**src/rtl/mfa_pkg.sv**
```systemverilog
package mfa_pkg;
  localparam int unsigned PORTS  = 4;
  localparam int unsigned BASES  = 4;
  localparam int unsigned DATA_W = 16;
  localparam int unsigned IDX_W  = (BASES > 1) ? $clog2(BASES) : 1;

  // strobes from control to datapath
  typedef struct packed {
    logic [PORTS-1:0][PORTS-1:0] chainMask; // [i][j]: port j feeds port i prefix
    logic [BASES-1:0][PORTS-1:0] sumMask;   // [b][j]: port j adds into base b
    logic [BASES-1:0]            wrSel;     // base b overwritten this cycle
    logic [PORTS-1:0]            rspLoad;   // capture result for port i
  } strobe_t;
endpackage

```
**src/rtl/mfa_ctrl.sv**
```systemverilog
module mfa_ctrl
  import mfa_pkg::*;
(
  input  logic [PORTS-1:0]            reqValid,
  input  logic [PORTS-1:0][IDX_W-1:0] reqBase,
  input  logic                        wrEn,
  input  logic [IDX_W-1:0]            wrBase,
  output strobe_t                     strb
);
  always_comb begin
    strb = '0;
    for (int i = 0; i < PORTS; i++) begin
      for (int j = 0; j < PORTS; j++) begin
        strb.chainMask[i][j] = (j < i) && reqValid[i] && reqValid[j] &&
                               (reqBase[j] == reqBase[i]);
      end
    end
    for (int b = 0; b < BASES; b++) begin
      for (int j = 0; j < PORTS; j++) begin
        strb.sumMask[b][j] = reqValid[j] && (reqBase[j] == IDX_W'(b));
      end
      strb.wrSel[b] = wrEn && (wrBase == IDX_W'(b));
    end
    strb.rspLoad = reqValid;
  end
endmodule

```
**src/rtl/mfa_dp.sv**
```systemverilog
module mfa_dp
  import mfa_pkg::*;
(
  input  logic                         clk,
  input  logic                         rst_n,
  input  strobe_t                      strb,
  input  logic [PORTS-1:0][IDX_W-1:0]  reqBase,
  input  logic [PORTS-1:0][DATA_W-1:0] reqInc,
  input  logic [DATA_W-1:0]            wrData,
  output logic [PORTS-1:0]             rspValid,
  output logic [PORTS-1:0][DATA_W-1:0] rspData
);
  logic [BASES-1:0][DATA_W-1:0] baseQ;
  logic [BASES-1:0][DATA_W-1:0] effBase;
  logic [BASES-1:0][DATA_W-1:0] nextBase;
  logic [PORTS-1:0][DATA_W-1:0] portSum;

  for (genvar b = 0; b < BASES; b++) begin : gBase
    assign effBase[b] = strb.wrSel[b] ? wrData : baseQ[b];
    always_comb begin
      logic [DATA_W-1:0] acc;
      acc = effBase[b];
      for (int j = 0; j < PORTS; j++) begin
        if (strb.sumMask[b][j]) acc = acc + reqInc[j];
      end
      nextBase[b] = acc;
    end
  end

  for (genvar i = 0; i < PORTS; i++) begin : gPort
    always_comb begin
      logic [DATA_W-1:0] pre;
      pre = effBase[reqBase[i]];
      for (int j = 0; j < PORTS; j++) begin
        if (strb.chainMask[i][j]) pre = pre + reqInc[j];
      end
      portSum[i] = pre;
    end
  end

  always_ff @(posedge clk) begin
    if (!rst_n) begin
      baseQ    <= '0;
      rspValid <= '0;
      rspData  <= '0;
    end else begin
      baseQ    <= nextBase;
      rspValid <= strb.rspLoad;
      for (int i = 0; i < PORTS; i++) begin
        if (strb.rspLoad[i]) rspData[i] <= portSum[i];
      end
    end
  end
endmodule

```
**src/rtl/mfa_unit.sv**
```systemverilog
module mfa_unit
  import mfa_pkg::*;
(
  input  logic                    clk,
  input  logic                    rst_n,
  input  logic [PORTS-1:0]        reqValid,
  input  logic [PORTS*IDX_W-1:0]  reqBase,
  input  logic [PORTS*DATA_W-1:0] reqInc,
  input  logic                    wrEn,
  input  logic [IDX_W-1:0]        wrBase,
  input  logic [DATA_W-1:0]       wrData,
  output logic [PORTS-1:0]        rspValid,
  output logic [PORTS*DATA_W-1:0] rspData
);
  logic [PORTS-1:0][IDX_W-1:0]  baseVec;
  logic [PORTS-1:0][DATA_W-1:0] incVec;
  logic [PORTS-1:0][DATA_W-1:0] dataVec;
  strobe_t                      strb;

  assign baseVec = reqBase;
  assign incVec  = reqInc;
  assign rspData = dataVec;

  mfa_ctrl uCtrl (
    .reqValid (reqValid),
    .reqBase  (baseVec),
    .wrEn     (wrEn),
    .wrBase   (wrBase),
    .strb     (strb)
  );

  mfa_dp uDp (
    .clk      (clk),
    .rst_n    (rst_n),
    .strb     (strb),
    .reqBase  (baseVec),
    .reqInc   (incVec),
    .wrData   (wrData),
    .rspValid (rspValid),
    .rspData  (dataVec)
  );
endmodule

```
**config.mk**
```make
export PLATFORM = sky130hd
export DESIGN_NAME = mfa_unit
export DESIGN_NICKNAME = d
export VERILOG_FILES = /design/src/rtl/mfa_pkg.sv /design/src/rtl/mfa_ctrl.sv /design/src/rtl/mfa_dp.sv /design/src/rtl/mfa_unit.sv
export SDC_FILE = /design/constraint.sdc
export NUM_CORES = 1
export LEC_CHECK = 0
export ABC_CLOCK_PERIOD_IN_PS = 10550
export BUFFER_PORTS_ARGS = -buffer_cell sky130_fd_sc_hd__buf_2
export CORE_MARGIN = 1.5
export CORE_UTILIZATION = 36
export CTS_BUF_LIST = sky130_fd_sc_hd__clkbuf_8
export CTS_CLUSTER_SIZE = 40
export DETAILED_ROUTE_END_ITERATION = 8
export PLACE_DENSITY = 0.52
export SETUP_SLACK_MARGIN = 0.4
export SYNTH_ARGS = -nofsm -noshare
export SYNTH_HDL_FRONTEND = slang
export SYNTH_SLANG_ARGS = --single-unit
```
**constraint.sdc**
```tcl
create_clock -name clk -period 10.55 [get_ports clk]
set_input_delay 3.165 -clock clk [delete_from_list [all_inputs] [get_ports clk]]
set_output_delay 3.165 -clock clk [all_outputs]
set_load 0.03 [all_outputs]
```
== Word-level counts from Yosys, hierarchy flattened ==
Index checks and enable logic that the tools add are counted.

* Add/sub/neg operators: 22
* $lt $le $gt $ge: 4
* Equal/unequal tests: 21
* Muxes and demuxes: 34
* Reductions and logical operators: 37

{| class="wikitable"
|+ Operator list
! operator !! count
|-
| $mux 16 || 30
|-
| $add 16x16->16 || 22
|-
| $bmux 16 s2 || 4
|-
| $logic_and 1x1->1 || 32
|-
| $eq 2x2->1 const B || 10
|-
| $eq 2x2->1 || 6
|-
| $lt 2x3->1 const B || 4
|-
| $eq 2x1->1 const B || 5
|-
| $logic_not 2->1 || 5
|}

* Register bits after elaboration: 132
* Word-level logic and storage cells: 127

== Longest topological paths before layout ==
* Depth after elaboration: 11
* Mapped depth: 40
* Mapped depth without buffers: 38

== By module ==
A second synthesis with hierarchy kept.

* Cell total of the unflattened synthesis: 4,237
* Area, all modules: 32,587.5 sq um

{| class="wikitable"
|+ Modules (own cells, without submodules)
! module !! instances !! cells an instance !! area each (sq um) !! seq. area each (sq um)
|-
| mfa_dp || 1 || 4,165 || 32,062.0 || 2,642.5
|-
| mfa_ctrl || 1 || 72 || 525.5 || 0.0
|}

== Least setup slack after synthesis ==
No wires, ideal clock.

* Path type: in2reg
* From: in wrBase[0]
* To: reg uDp.baseQ[47] (netlist bit)
* Data arrival time: 9,691 ps
* Data required time: 10,485 ps
* Path slack: 794 ps
* Cell stages on the path: 34
* Cells stage by stage: nand3b_1 buf_4 buf_6 mux2i_1 inv_1 ha_1 inv_1 fa_1 mux2i_1 inv_1 fa_1 nor2b_1 o21ai_0 a21boi_0 o21a_1 nor2_1 xnor2_1 mux2_2 ha_1 or4_1 a41oi_2 xnor2_1 mux2_2 ha_1 o2111a_1 a221oi_1 o21ai_0 a211oi_1 o21bai_1 a21o_1 xnor2_1 nor2_1 xnor3_1 nor2_1

* Cells in the longest elaborated chain, start to end: 11

{| class="wikitable"
|+ Ends and longest elaborated chain
! what !! line !! text
|-
| start, declared || mfa_unit.sv:10 || <nowiki>input logic [IDX_W-1:0] wrBase,</nowiki>
|-
| $eq 2x2->1 * || mfa_ctrl.sv:22 || <nowiki>strb.wrSel[b] = wrEn && (wrBase == IDX_W'(b));</nowiki>
|-
| $logic_and 1x1->1 * || mfa_ctrl.sv:22 ||
|-
| $mux 16 * || mfa_dp.sv:19 || <nowiki>assign effBase[b] = strb.wrSel[b] ? wrData : baseQ[b];</nowiki>
|-
| $add 16x16->16 || mfa_dp.sv:24 || <nowiki>if (strb.sumMask[b][j]) acc = acc + reqInc[j];</nowiki>
|-
| $mux 16 * || mfa_dp.sv:24 ||
|-
| $add 16x16->16 || mfa_dp.sv:24 ||
|-
| $mux 16 * || mfa_dp.sv:24 ||
|-
| $add 16x16->16 || mfa_dp.sv:24 ||
|-
| $mux 16 * || mfa_dp.sv:24 ||
|-
| $add 16x16->16 || mfa_dp.sv:24 ||
|-
| $mux 16 * || mfa_dp.sv:24 ||
|-
| end signal, assigned || mfa_dp.sv:47 || <nowiki>baseQ <= nextBase;</nowiki>
|-
| end, declared || mfa_dp.sv:13 || <nowiki>logic [BASES-1:0][DATA_W-1:0] baseQ;</nowiki>
|}

Every way passes the cells marked *; elsewhere a longest branch is shown, timed or not.
A chain may end at the register's enable or synchronous reset.

== Worst setup path in the final report ==
* From: in wrBase[0]
* To: reg uDp.baseQ[15] (netlist bit)

* Cells in the longest elaborated chain, start to end: 11

{| class="wikitable"
|+ Ends and longest elaborated chain
! what !! line
|-
| $logic_not 2->1 * || mfa_ctrl.sv:22
|-
| $logic_and 1x1->1 * || mfa_ctrl.sv:22
|-
| $mux 16 * || mfa_dp.sv:19
|-
| $add 16x16->16 || mfa_dp.sv:24
|-
| $mux 16 * || mfa_dp.sv:24
|-
| $add 16x16->16 || mfa_dp.sv:24
|-
| $mux 16 * || mfa_dp.sv:24
|-
| $add 16x16->16 || mfa_dp.sv:24
|-
| $mux 16 * || mfa_dp.sv:24
|-
| $add 16x16->16 || mfa_dp.sv:24
|-
| $mux 16 * || mfa_dp.sv:24
|}

Marked as above.

==> flow_metrics.tcl <==
set metrics [dict create \
    outcome "finished clean" \
    root_buffer "clkbuf_8" \
    power_leakage_nw 13.5 \
    powerDensity_mw_per_mm2 168 \
    r2r-start "uDp.baseQ[32]$_SDFF_PN0_" \
    grt_setup_unrepaired "yes" \
    start_util 0.366 \
    drc 0 \
    die_y_um 265 \
    grtUsageTotal 0.302 \
    dieArea_mm2 0.0704 \
    fin_nets 3949 \
    grt_pass1_vias 22944 \
    finalMaxSlewViolations 0 \
    vias 25464 \
    place_inst 4321 \
    cts.sinks 132 \
    finish.utilization 0.423 \
    finalHoldViolations 0 \
    cts_buffers 17 \
    crit_fanout 10 \
    layout_min_cycle_time_ns 9.82 \
    design_area_mm2 0.0286 \
    fin_crit_sh 0.930 \
    slowest_delay_ns 0.43 \
    crit_type "in -> reg" \
    seq_area_frac_synth 0.107 \
    syn2layout_area_growth_pct 15.5 \
    routed_wl_um 108000 \
    layout_common_cells "357 x ha_1, 344 x nor2_1, 313 x a21oi_1, 237 x buf_4, 226 x nand2_1" \
    grt-ovfl-total 0 \
    crit_required_ns 10.99 \
    crit_arrival_ns 10.26 \
    wire_per_inst_um 24.8 \
    postCtsHoldBufs 0 \
    critPathSlowestCell "ha_1" \
    synth_edf_count 0 \
    drv_cap 0 \
    setup_viol 0 \
    clock_latency_ns 0.58 \
    ctsLongestPathBuffers 2 \
    antenna_found_initial 3 \
    fp.dieW_um 265 \
    avgSynthCellArea_um2 7.81 \
    hpwl_um 87300 \
    worst_slew_margin_rel 0.290 \
    holdPathStages 2 \
    cts.clk_slew.worst_paths_ns 0.10 \
    power.ir.vdd_worst_mv 0.101 \
    tightest_slew_ns 1.06 \
    regToRegSetupSlack_ns 3.49 \
    synth_seq_cells 132 \
    cp-end-kind "flip-flop" \
    grt_pass1_wl_um 156000 \
    yosys_warnings 0 \
    synth_cells 3172 \
    place_congestion 1.06 \
    place_ws_ns -0.0823 \
    place_area_mm2 0.0280 \
    hp-class "reg -> reg" \
    cts.htree.levels 4 \
    synthFlopType "dfxtp_1" \
    timing.rr.end "uDp.baseQ[47]$_SDFF_PN0_" \
    port_buffers 164 \
    startpoint_type "primary input" \
    ys_async_sr_fraction 0 \
    num_rows 95 \
    drive_gt1_frac 0.193 \
    reg2reg_depth 32 \
    cts_tree "done" \
    fin_cells 4361 \
    whs_endpoint "uDp.rspData[31]$_SDFFE_PN0P_" \
    syn_area_mm2 0.0248 \
    firstDrtPassIters 6 \
    grt_max_degree 54 \
    fin_ws_ns 0.734 \
    antenna_left 0 \
    synth.distinct_cells 95 \
    clock-skew-final_ns 0.0294 \
    coreArea_mm2 0.0676 \
    io-pin-count 165 \
    max_freq_mhz 102 \
    final_common_cell "ha_1" \
    hold_path.startpoint "uDp.rspData[31]$_SDFFE_PN0P_" \
    via_per_inst 5.84 \
    synth_fp_nets 3649 \
    drt_iter0_markers 2584 \
]
-- through the flow --
step           hold slack (ns)  power, mW  TNS, ns
2_1_floorplan            0.589       3.11        0
3_3_place_gp             0.452       4.19        0
3_5_place_dp             0.454       4.19  -0.0823
4_1_cts                  0.466       4.71        0
5_1_grt                  0.493       5.17        0
6_report                 0.462       4.80        0
-- flip-flops by register name, summed over array words and instances, names as in the netlist --
| register | count |
|---|---|
| uDp.baseQ | 64 |
| uDp.rspData | 64 |
| uDp.rspValid | 4 |
-- worst max-delay path, delay by kind of cell --
kind	cells	cell delay (ns)
compound gates	9	1.83
xor+xnor	4	0.75
fa+ha+maj	4	1.41
buf+inv	5	0.68
mux	4	0.98
simple gates	10	1.41
-- routing by layer --
metal / wire length (um) / part of all wire / global-route usage / up-vias
met5: 0 / 0 / 0 / -
met4: 4830 / 0.045 / 0.133 / 0
met3: 8500 / 0.079 / 0.0492 / 188
met2: 45400 / 0.42 / 0.454 / 1039
met1: 49300 / 0.46 / 0.423 / 12002
li1: - / - / - / 12235
-- logic make-up (layout without fill, tap and decap cells) --
kind of cell,count (synthesis),in the layout,share of synthesized area
xor gates and xnor gates,285,285,0.103
muxes,231,231,0.127
other,0,4,0
adders and majority gates,380,380,0.199
and+or+nand+nor,904,904,0.170
DFF,132,132,0.107
AOI/OAI and AO/OA,959,959,0.250
buffers and inverters,281,593,0.0446
-- cell usage after synthesis (all sizes together) (21+ instances only) --
| cell type | instances | area, um2 |
|---|---|---|
| a21o | 98 | 736 |
| mux2 | 88 | 998 |
| clkbuf | 96 | 360 |
| o21ai | 176 | 885 |
| xor2 | 104 | 911 |
| o21a | 45 | 338 |
| a21oi | 327 | 1640 |
| and3 | 30 | 188 |
| nand2b | 43 | 269 |
| mux4 | 57 | 1290 |
| nand2 | 226 | 848 |
| nor2 | 345 | 1290 |
| a31oi | 38 | 259 |
| fa | 22 | 440 |
| xnor2 | 177 | 1550 |
| a211oi | 68 | 526 |
| nand3 | 49 | 250 |
| o21bai | 32 | 240 |
| nor2b | 30 | 188 |
| dfxtp | 132 | 2640 |
| o211ai | 26 | 195 |
| nor3 | 56 | 280 |
| ha | 358 | 4480 |
| buf | 25 | 144 |
| or3 | 21 | 131 |
| mux2i | 86 | 861 |
| inv | 158 | 593 |
-- power by group --
group / internal, mW / total, mW / switching, mW
registers: 0.572 / 0.626 / 0.0537
logic: 1.60 / 3.68 / 2.08
clock network: 0.235 / 0.496 / 0.260
-- worst max-delay path by stage --
| stage | startpoint | cells past startpoint | slack, ns | to |
|---|---|---|---|---|
| floorplan | wrBase[0] | 34 | 0.79 | uDp.baseQ[47]$_SDFF_PN0_ |
| global placement | wrBase[0] | 37 | 0.008 | uDp.baseQ[15]$_SDFF_PN0_ |
| detailed placement | wrBase[0] | 37 | -0.08 | uDp.baseQ[15]$_SDFF_PN0_ |
| CTS | wrBase[0] | 37 | 0.54 | uDp.baseQ[15]$_SDFF_PN0_ |
| global route | wrBase[0] | 37 | 0.34 | uDp.baseQ[15]$_SDFF_PN0_ |
| finish | wrBase[0] | 36 | 0.73 | uDp.baseQ[15]$_SDFF_PN0_ |
-- repair_timing --
item,in CTS,in global routing
setup endpoints to repair,0,9
buffers inserted,0,5
gates resized for setup,0,52
-- area by class of cell --
cell class	instances	area, um2
antenna	4	10.0
clock buffer	17	234
clock inverter	14	179
fill	6964	39000
inverter	160	602
multi-input combinational	2759	21200
sequential	132	2640
tap	873	1090
timing repair buffer	402	2620
No activity file was read; power rests on OpenSTA's default activity.
